<file path="src/rtl/cmd_stub_pkg.sv">
`timescale 1ns/1ps
package cmd_stub_pkg;
    localparam int DATA_W  = 32;
    // word indices whose behaviour is special
    localparam int CMD_IDX = 2;
    localparam int IEN_IDX = 6;
    localparam int STS_IDX = 7;
    localparam int WR0_IDX = 8;
    localparam int RD0_IDX = 12;

    localparam logic [DATA_W-1:0] CC_SUCCESS = 32'h0000_0040;
    localparam logic [DATA_W-1:0] DONE_FLAG  = 32'h0000_0001;

    typedef struct packed {
        logic              fire;     // trigger bit written as 1
        logic              sts_clr;  // write-one-to-clear on status
        logic              plain_we; // ordinary store
        logic [DATA_W-1:0] wdata;
    } wr_req_t;
endpackage

</file>
<file path="src/rtl/cmd_stub_decode.sv">
`timescale 1ns/1ps
module cmd_stub_decode
    import cmd_stub_pkg::*;
#(
    parameter int ADDR_W    = 12,
    parameter int NUM_WORDS = 16
) (
    input  logic                 clk_i,
    input  logic                 rst_ni,
    input  logic [ADDR_W-1:0]    addr_i,
    input  logic                 we_i,
    input  logic [DATA_W-1:0]    wdata_i,
    output logic [NUM_WORDS-1:0] sel_o,
    output logic                 in_range_o,
    output wr_req_t              req_o
);
    localparam int WA_W  = ADDR_W - 2;
    localparam int IDX_W = (NUM_WORDS > 1) ? $clog2(NUM_WORDS) : 1;

    logic [WA_W-1:0]  waddr;
    logic [IDX_W-1:0] idx;
    logic             is_cmd;
    logic             is_sts;
    logic [1:0]       unused_lsb;

    assign waddr      = addr_i[ADDR_W-1:2];
    assign unused_lsb = addr_i[1:0];
    assign idx        = waddr[IDX_W-1:0];
    assign in_range_o = (waddr < WA_W'(NUM_WORDS));
    assign is_cmd     = in_range_o && (idx == IDX_W'(CMD_IDX));
    assign is_sts     = in_range_o && (idx == IDX_W'(STS_IDX));

    for (genvar g = 0; g < NUM_WORDS; g++) begin : g_sel
        assign sel_o[g] = in_range_o && (idx == IDX_W'(g));
    end

    always_comb begin
        req_o          = '0;
        req_o.wdata    = wdata_i;
        req_o.fire     = we_i && is_cmd && wdata_i[0];
        req_o.sts_clr  = we_i && is_sts;
        req_o.plain_we = we_i && in_range_o && !is_cmd && !is_sts;
    end

    p_sel_onehot_r2: assert property (@(posedge clk_i) disable iff (!rst_ni)
        $onehot0(sel_o));
    p_oor_inert_r3: assert property (@(posedge clk_i) disable iff (!rst_ni)
        !in_range_o |-> (sel_o == '0 && !req_o.fire && !req_o.sts_clr && !req_o.plain_we));
endmodule

</file>
<file path="src/rtl/cmd_stub_regfile.sv">
`timescale 1ns/1ps
module cmd_stub_regfile
    import cmd_stub_pkg::*;
#(
    parameter int NUM_WORDS = 16
) (
    input  logic                              clk_i,
    input  logic                              rst_ni,
    input  wr_req_t                           req_i,
    input  logic [NUM_WORDS-1:0]              sel_i,
    output logic [NUM_WORDS-1:0][DATA_W-1:0]  words_o,
    output logic                              irq_o
);
    typedef struct packed {
        logic [NUM_WORDS-1:0][DATA_W-1:0] words;
        logic                             irq;
    } state_t;

    state_t st_d, st_q;
    logic   accept;

    assign accept = req_i.fire && (st_q.words[STS_IDX] == '0);

    always_comb begin
        st_d = st_q;
        for (int i = 0; i < NUM_WORDS; i++) begin
            if (req_i.plain_we && sel_i[i]) st_d.words[i] = req_i.wdata;
        end
        if (req_i.sts_clr) begin
            st_d.words[STS_IDX] = st_q.words[STS_IDX] & ~req_i.wdata;
            if (st_d.words[STS_IDX] == '0) st_d.irq = 1'b0;
        end
        if (accept) begin
            st_d.words[RD0_IDX] = CC_SUCCESS;
            st_d.words[WR0_IDX] = CC_SUCCESS;
            st_d.words[STS_IDX] = DONE_FLAG & st_q.words[IEN_IDX];
            if (st_d.words[STS_IDX] != '0) st_d.irq = 1'b1;
        end
    end

    always_ff @(posedge clk_i or negedge rst_ni) begin
        if (!rst_ni) st_q <= '0;
        else         st_q <= st_d;
    end

    assign words_o = st_q.words;
    assign irq_o   = st_q.irq;

    p_cmd_zero_r4: assert property (@(posedge clk_i) disable iff (!rst_ni)
        st_q.words[CMD_IDX] == '0);
    p_fire_loads_r5: assert property (@(posedge clk_i) disable iff (!rst_ni)
        (req_i.fire && st_q.words[STS_IDX] == '0) |=>
        (st_q.words[RD0_IDX] == CC_SUCCESS && st_q.words[WR0_IDX] == CC_SUCCESS));
    p_sts_overwrite_r6: assert property (@(posedge clk_i) disable iff (!rst_ni)
        (req_i.fire && st_q.words[STS_IDX] == '0) |=>
        (st_q.words[STS_IDX] == (DONE_FLAG & $past(st_q.words[IEN_IDX]))));
    p_fire_refused_r8: assert property (@(posedge clk_i) disable iff (!rst_ni)
        (req_i.fire && st_q.words[STS_IDX] != '0) |=>
        ($stable(st_q.words[RD0_IDX]) && $stable(st_q.words[WR0_IDX]) && $stable(st_q.irq)));
    p_irq_tracks_r9: assert property (@(posedge clk_i) disable iff (!rst_ni)
        st_q.irq == (st_q.words[STS_IDX] != '0));
    p_irq_holds_r10: assert property (@(posedge clk_i) disable iff (!rst_ni)
        (st_q.irq && !req_i.sts_clr) |=> st_q.irq);
endmodule

</file>
<file path="src/rtl/cmd_stub_rdmux.sv">
`timescale 1ns/1ps
module cmd_stub_rdmux
    import cmd_stub_pkg::*;
#(
    parameter int NUM_WORDS = 16
) (
    input  logic [NUM_WORDS-1:0][DATA_W-1:0] words_i,
    input  logic [NUM_WORDS-1:0]             sel_i,
    input  logic                             in_range_i,
    output logic [DATA_W-1:0]                rdata_o
);
    always_comb begin
        rdata_o = '0;
        for (int i = 0; i < NUM_WORDS; i++) begin
            if (sel_i[i]) rdata_o = rdata_o | words_i[i];
        end
    end

    always_comb begin
        if (!in_range_i) p_oor_reads_zero_r3: assert (sel_i == '0);
    end
endmodule

</file>
<file path="src/rtl/cmd_stub_regs.sv">
`timescale 1ns/1ps
module cmd_stub_regs
    import cmd_stub_pkg::*;
#(
    parameter int ADDR_W    = 12,
    parameter int NUM_WORDS = 16
) (
    input  logic              clk_i,
    input  logic              rst_ni,
    input  logic [ADDR_W-1:0] bus_addr_i,
    input  logic              bus_we_i,
    input  logic [31:0]       bus_wdata_i,
    output logic [31:0]       bus_rdata_o,
    output logic              irq_o
);
    logic [NUM_WORDS-1:0]             sel;
    logic                             in_range;
    wr_req_t                          req;
    logic [NUM_WORDS-1:0][DATA_W-1:0] words;

    cmd_stub_decode #(.ADDR_W(ADDR_W), .NUM_WORDS(NUM_WORDS)) u_decode (
        .clk_i(clk_i), .rst_ni(rst_ni),
        .addr_i(bus_addr_i), .we_i(bus_we_i), .wdata_i(bus_wdata_i),
        .sel_o(sel), .in_range_o(in_range), .req_o(req)
    );

    cmd_stub_regfile #(.NUM_WORDS(NUM_WORDS)) u_regfile (
        .clk_i(clk_i), .rst_ni(rst_ni),
        .req_i(req), .sel_i(sel), .words_o(words), .irq_o(irq_o)
    );

    cmd_stub_rdmux #(.NUM_WORDS(NUM_WORDS)) u_rdmux (
        .words_i(words), .sel_i(sel), .in_range_i(in_range), .rdata_o(bus_rdata_o)
    );

    p_reset_quiet_r1: assert property (@(posedge clk_i) disable iff (!rst_ni)
        $rose(rst_ni) |-> !irq_o);
endmodule

</file>
<file path="config.mk">
export PLATFORM = sky130hd
export DESIGN_NAME = cmd_stub_regs
export DESIGN_NICKNAME = d
export VERILOG_FILES = /design/src/rtl/cmd_stub_pkg.sv /design/src/rtl/cmd_stub_decode.sv /design/src/rtl/cmd_stub_regfile.sv /design/src/rtl/cmd_stub_rdmux.sv /design/src/rtl/cmd_stub_regs.sv
export SDC_FILE = /design/constraint.sdc
export NUM_CORES = 1
export LEC_CHECK = 0
export ABC_AREA = 1
export CORE_ASPECT_RATIO = 1.5
export CORE_MARGIN = 1.5
export CORE_UTILIZATION = 37
export DETAILED_ROUTE_END_ITERATION = 10
export MAX_ROUTING_LAYER = met4
export PLACE_DENSITY = 0.54
export SLEW_MARGIN = 20
export SYNTH_ARGS = -nofsm -noshare
export SYNTH_HDL_FRONTEND = slang
export SYNTH_SLANG_ARGS = --single-unit
</file>
<file path="constraint.sdc">
create_clock -name clk_i -period 9.5 [get_ports clk_i]
set_clock_uncertainty 0.1 [all_clocks]
set_input_delay 2.85 -clock clk_i [delete_from_list [all_inputs] [get_ports clk_i]]
set_output_delay 2.85 -clock clk_i [all_outputs]
set_load 0.05 [all_outputs]
</file>
==> summary.txt, run 1 <==
Yosys
  • Seq cells post-synth: 513
  • Syn_nets: 3,374
  • EDFF count, synth: 0
  • FFs w/ async S/R, synth: 100%
  • Synth top area share: 50.4%
  • Synthesized area: 0.0255 sq mm
  • Synth area leader: dfrtp_1
  • Cells after synthesis: 3,327
  • Synth cell types: 24
  • Synthesis Warnings: 0
  • Top FF cell, synth: dfrtp_1
  • Area contributors post-synth: dfrtp_1 50%, nand2_1 14%, nand4_1 9.6%
  • Most common cell in the netlist: nand2_1
  • Sequential area share after synthesis: 50.4%
  • Synth cell count leaders: 916 x nand2_1, 513 x dfrtp_1, 390 x nand4_1, 352 x inv_1, 266 x nand3_1
  • Syn_area_per_cell: 7.65 sq um

Worst setup path
  • Critical path fanouts, max: 80
  • Crit path cell chain: clkdlybuf4s50_1 > nand2_1 > inv_4 > buf_4 > nand4_1 > nand2_1 > inv_1 > nand2_1 > nor2_1 > nand2_1 > buf_12
  • Data required, critical path: 6.55 ns
  • Crit-path slowest cell: inv_4
  • Setup crit start kind: input port
  • Most prevalent standard cell on the critical path: nand2_1
  • Critical path arrival: 5.71 ns
  • CP Capture Type: output port
  • CP bufs+invs: 5
  • Crit Path Category: in -> out
  • Top Family by Delay on Critical Path: buffers and inverters
  • Max incr delay on CP: 0.76 ns

Hold path
  • HP Class: reg -> reg

Finish
  • Multi-input combinational cell area: 0.0101 sq mm
  • N_diodes: 0
  • Share of post-route cells with drive strength above 1: 6.53%
  • FF/Latch Area: 0.0128 sq mm
  • NumNets Final: 3,246
  • Fillers: 6,860
  • End-of-flow core utilization: 42.6%
  • Area Growth Syn to Fin: 13.7%

Die
  • Initial Utilization: 37.5%
  • I/O pin total: 80
  • Die footprint: 0.0704 sq mm
  • Die width: 217 um
  • FP Rows: 117
  • Die Ht: 324 um
  • Core ar.: 0.0679 sq mm

Clock tree
  • H-tree levels: 2
  • Clk_lat worst skew: 0.62 ns
  • Post-CTS Setup Repair Bufs: 0
  • Clock transition at path regs: 0.06 ns
  • CTS tree: yes
  • CTS Buf Count: 54
  • CTS resizes: 0
  • Worst-case clock buffer depth: 3
  • Hold_buf cts: 0
  • Root buf cell: clkbuf_16
  • Sink Count: 513

Timing
  • Max-Slew Margin vs Limit: 25.5%
  • RSZ-0062 raised after global routing: false
  • TNS Setup: 0 ns
  • Setup-failing EPs final: 0
  • Crit path time final: 8.66 ns
  • Max Clk Rate: 115 MHz
  • Post-route setup slack: 0.841 ns
  • Final hold vios: 0
  • Fin. max-slew vios: 0
  • Final Cycle Share: 91.1%
  • Least-Margin Pin Slew: 1.12 ns

Global route
  • Total gr overflow: 0
  • Routing usage on met1: 28.6%
  • GR Layer Usage met2: 42.3%
  • Initial antenna violation count: 0
  • Total GRT Usage: 24.5%
  • Met3 usage: 2.60%
  • Busiest grt layer: met2
  • First-pass GRT wire length: 130,000 um
  • Vias in the first global route: 22,200
  • Largest net degree at the start of global routing: 185

Status
  • Status: finished, final reports clean

Power
  • VDD IR max: 0.127 mV
  • Leak: 14.7 nW
  • Power density over the cells: 159 mW/mm^2
  • Overall power: 4.60 mW

Route
  • WL per Instance: 20.1 um
  • Iteration-0 DRC Markers: 2,075
  • Drt pass-1 iters: 9
  • Via count: 22,600
  • Post-route DRC: 0
  • Total wire length: 83,200 um
  • Via/cell ratio: 5.45
  • ANT nets after route: 0

Placed design
  • Placer Congestion: 0.852
  • Post-Place Setup Slack: 0.888 ns
  • HPWL after DPL: 48,600 um
  • Port bufs: 77

Job
  • Max-cap violations: 0
worst paths after layout:
kind	start	endpoint	depth (start not counted)	slack (ns)
min in group asynchronous	rst_ni	u_regfile.words_o[410]$_DFFE_PN0P_	1	2.14
hold / removal	u_regfile.words_o[95]$_DFFE_PN0P_	u_regfile.words_o[95]$_DFFE_PN0P_	0	0.28
setup reg to reg	u_regfile.words_o[255]$_DFFE_PN0P_	u_regfile.words_o[390]$_DFFE_PN0P_	10	7.29
max in group asynchronous	rst_ni	u_regfile.words_o[129]$_DFFE_PN0P_	2	5.55
setup / recovery	bus_addr_i[3]	bus_rdata_o[30]	11	0.84
hold reg to reg	u_regfile.words_o[95]$_DFFE_PN0P_	u_regfile.words_o[95]$_DFFE_PN0P_	0	0.28
cells in the final DEF, fill, tap and decap left out, types with 2 or more instances in the layout:
cell type / Yosys / layout
nand2_1: 916 / 914
nand3_2: 4 / 4
inv_2: 4 / 5
buf_12: 0 / 50
nand2_2: 6 / 6
bufinv_16: 0 / 3
clkbuf_16: 0 / 54
clkbuf_1: 221 / 12
nor2_1: 113 / 108
clkinv_2: 0 / 12
buf_4: 0 / 36
o21ai_0: 223 / 223
nand4_1: 390 / 390
nand2_4: 4 / 6
inv_6: 0 / 2
nor3_1: 8 / 7
clkdlybuf4s50_1: 0 / 44
o21ai_1: 202 / 202
nand3_1: 266 / 266
dfrtp_1: 513 / 513
nor2_4: 2 / 8
clkbuf_8: 0 / 18
inv_1: 352 / 350
o22ai_1: 2 / 2
metal layers:
layer | vias to the layer above | routed length (um)
met2 | 739 | 41900
met4 | 0 | 4280
li1 | 10700 | -
met3 | 164 | 4020
met1 | 11000 | 33000
met5 | - | 0
where the power goes:
group	leakage [nW]	internal [mW]	switching, mW
Sequential	7.17	2.19	0.000371
Clock	0.911	1.27	0.923
Combinational	6.58	0.0340	0.185
Total	14.7	3.49	1.11
metrics by stage:
| step | area, sq um | cells | hold WS (ns) |
|---|---|---|---|
| after floorplan | 25500 | 3327 | 0.330 |
| after global placement | 27100 | 4035 | 0.265 |
| after detailed placement | 27100 | 4035 | 0.267 |
| after CTS | 28900 | 4137 | 0.280 |
| after global routing | 28900 | 4137 | 0.285 |
| final | 28900 | 4137 | 0.277 |
flip-flops by register name (all words and copies together), names as in the netlist:
register	cells
u_regfile.irq_o	1
u_regfile.words_o	512
worst reg2reg max path: stages, from the launching register on:
cell     delay (ns)
dfrtp_1        0.51
nor2_1         0.07
nand3_1        0.13
nor2_1         0.05
nand2_1        0.07
nor2_1         0.07
nand2_4        0.07
buf_6          0.64
nand2_1        0.21
nand2_1        0.12
nand2_1        0.05
area by class of cell:
class | count | area share (%)
Clock inverter | 18 | 0.644
Timing Repair Buffer | 132 | 6.01
Sequential cell | 513 | 44.4
Clock buffer | 84 | 5.68
Multi-Input combinational cell | 2141 | 34.8
Inverter | 357 | 4.65
Tap cell | 892 | 3.86
cell families (layout without fill, tap and decap cells):
logic type	after synthesis	in the layout	synth area share, %
AO/OA/AOI/OAI	428	428	8.43
flip-flops	513	513	50.4
buffers and inverters	673	591	10.3
AND/OR/NAND/NOR	1713	1713	30.8
Power figures use the tool's default switching activity.
==> run 2, diff against run 1 <==
==> constraint.sdc (replaced) <==
create_clock -name clk_i -period 8.46 [get_ports clk_i]
set_clock_uncertainty 0.1 [all_clocks]
set_input_delay 2.538 -clock clk_i [delete_from_list [all_inputs] [get_ports clk_i]]
set_output_delay 2.538 -clock clk_i [all_outputs]
set_load 0.05 [all_outputs]
==> run 2 against run 1 <==
Die area did not move. Register-to-register slack got worse by 1.3 ns. Worst hold slack got worse by 0.00073 ns. Largest cell class unchanged. Global-route usage fell by 0.25 points. Cell count fell by 0.27%. Combinational power rose by 14%. Sequential power rose by 12%. Count of clock-buffer cells in the layout fell by 9.
==> summary.txt, run 2 (synthesized netlist as in run 1, its figures left out) <==
Status
  • Status: finished, final reports clean

Global route
  • Total GRT Usage: 24.3%
  • Vias in the first global route: 21,600
  • First-pass GRT wire length: 128,000 um
  • Largest net degree at the start of global routing: 154
  • Initial antenna violation count: 0
  • Total gr overflow: 0

Clock tree
  • CTS resizes: 0
  • Sink Count: 513
  • Root buf cell: clkbuf_16
  • Clk_lat worst skew: 0.62 ns
  • H-tree levels: 2
  • CTS tree: yes
  • Clock transition at path regs: 0.05 ns
  • Worst-case clock buffer depth: 3
  • CTS Buf Count: 54
  • Post-CTS Setup Repair Bufs: 0
  • Hold_buf cts: 0

Route
  • WL per Instance: 20.1 um
  • Iteration-0 DRC Markers: 1,968
  • Via count: 22,400
  • Drt pass-1 iters: 5
  • Via/cell ratio: 5.43
  • Post-route DRC: 0
  • Total wire length: 82,800 um
  • ANT nets after route: 0

Timing
  • Final worst hold slack: 0.276 ns
  • Least-Margin Pin Slew: 1.14 ns
  • Max Clk Rate: 127 MHz
  • RSZ-0062 raised after global routing: false
  • Final Cycle Share: 93.1%
  • Final hold vios: 0
  • Setup-failing EPs final: 0
  • TNS Setup: 0 ns
  • Crit path time final: 7.88 ns
  • Fin. max-slew vios: 0
  • Max-Slew Margin vs Limit: 24.3%
  • Post-route setup slack: 0.582 ns

Job
  • Max-cap violations: 0

Finish
  • Share of post-route cells with drive strength above 1: 6.31%
  • NumNets Final: 3,241
  • Most frequent cells in the layout: 914 x nand2_1, 513 x dfrtp_1, 390 x nand4_1
  • Non-Filler Instances: 4,126
  • Commonest non-fill, non-tap cell in the layout: nand2_1
  • Multi-input combinational cell area: 0.0101 sq mm
  • N_diodes: 0
  • Final Cell Area: 0.0289 sq mm
  • Area Growth Syn to Fin: 13.4%
  • Fillers: 6,910
  • FF/Latch Area: 0.0128 sq mm
  • Max FFs per register: 512

Worst setup path
  • Critical path arrival: 5.24 ns
  • Setup crit start kind: input port
  • Max incr delay on CP: 0.87 ns
  • Top Family by Delay on Critical Path: buffers and inverters
  • Crit Path Category: in -> out
  • Most prevalent standard cell on the critical path: nand2_1
  • CP Capture Type: output port
  • Data required, critical path: 5.82 ns
  • Critical path fanouts, max: 64
  • Crit-path slowest cell: buf_4
  • CP bufs+invs: 4
  • Crit path cell chain: clkdlybuf4s50_1 > nor2_4 > buf_4 > nand4_1 > nand2_1 > inv_1 > nand2_1 > nor2_1 > nand2_1 > buf_12

Hold path
  • HP Class: reg -> reg

Die
  • Die width: 217 um
  • Initial Utilization: 37.5%
  • I/O pin total: 80
  • Die Ht: 324 um
  • Die footprint: 0.0704 sq mm
  • FP Rows: 117
  • Core ar.: 0.0679 sq mm

Placed design
  • Placer Congestion: 0.835
  • Post-Place Setup Slack: 0.621 ns
  • Placed Area: 0.0270 sq mm
  • Port bufs: 77
  • Dpl cells: 4,030
  • HPWL after DPL: 48,300 um

Power
  • Power density over the cells: 179 mW/mm^2
  • VDD IR max: 0.183 mV
  • Leak: 14.6 nW
-- run 2: cell count changes in the layout (fill, tap and decap cells not counted), moves of 2 or more --
cell | previous run | this run
clkinv_2 | 12 | 8
bufinv_16 | 3 | 5
clkinvlp_4 | 1 | 8
clkbuf_8 | 18 | 11
clkbuf_1 | 12 | 9
buf_4 | 36 | 33
-- run 2: final cells by class --
type                            instances  area share [%]
Sequential cell                       513            44.5
Multi-Input combinational cell       2141            34.9
Timing Repair Buffer                  127            5.83
Clock buffer                           75            5.41
Inverter                              357            4.66
Tap cell                              892            3.87
Clock inverter                         21           0.880
-- run 2: final timing paths --
check                                                         from                                 end  slack, ns  cells past startpoint
worst max-delay path                                 bus_addr_i[3]                     bus_rdata_o[12]       0.58                     10
worst min-delay path             u_regfile.words_o[89]$_DFFE_PN0P_   u_regfile.words_o[89]$_DFFE_PN0P_       0.28                      0
worst max register to register  u_regfile.words_o[254]$_DFFE_PN0P_  u_regfile.words_o[390]$_DFFE_PN0P_       6.02                      9
worst min register to register   u_regfile.words_o[89]$_DFFE_PN0P_   u_regfile.words_o[89]$_DFFE_PN0P_       0.28                      0
max in group asynchronous                                   rst_ni  u_regfile.words_o[170]$_DFFE_PN0P_       4.82                      2
min in group asynchronous                                   rst_ni  u_regfile.words_o[410]$_DFFE_PN0P_       1.89                      1
-- run 2: stage by stage --
stage | total power, mW | utilization [%]
finish | 5.16 | 42.5
detailed placement | 2.75 | 39.8
floorplan | 2.59 | -
global placement | 2.75 | 39.8
global route | 5.32 | 42.5
CTS | 5.22 | 42.5
-- run 2: power by group --
group	internal (mW)	leakage (nW)	switching [mW]
clock	1.44	0.871	1.02
sequential	2.45	7.17	0.000419
combinational	0.0400	6.53	0.210
-- run 2: metal layers --
| layer | vias to the layer above | routed length [um] | GRT usage, % |
|---|---|---|---|
| li1 | 10700 | - | - |
| met1 | 10900 | 32500 | 27.9 |
| met2 | 623 | 42300 | 42.3 |
| met3 | 171 | 3430 | 2.24 |
| met4 | 0 | 4450 | 12.2 |
| met5 | - | 0 | - |
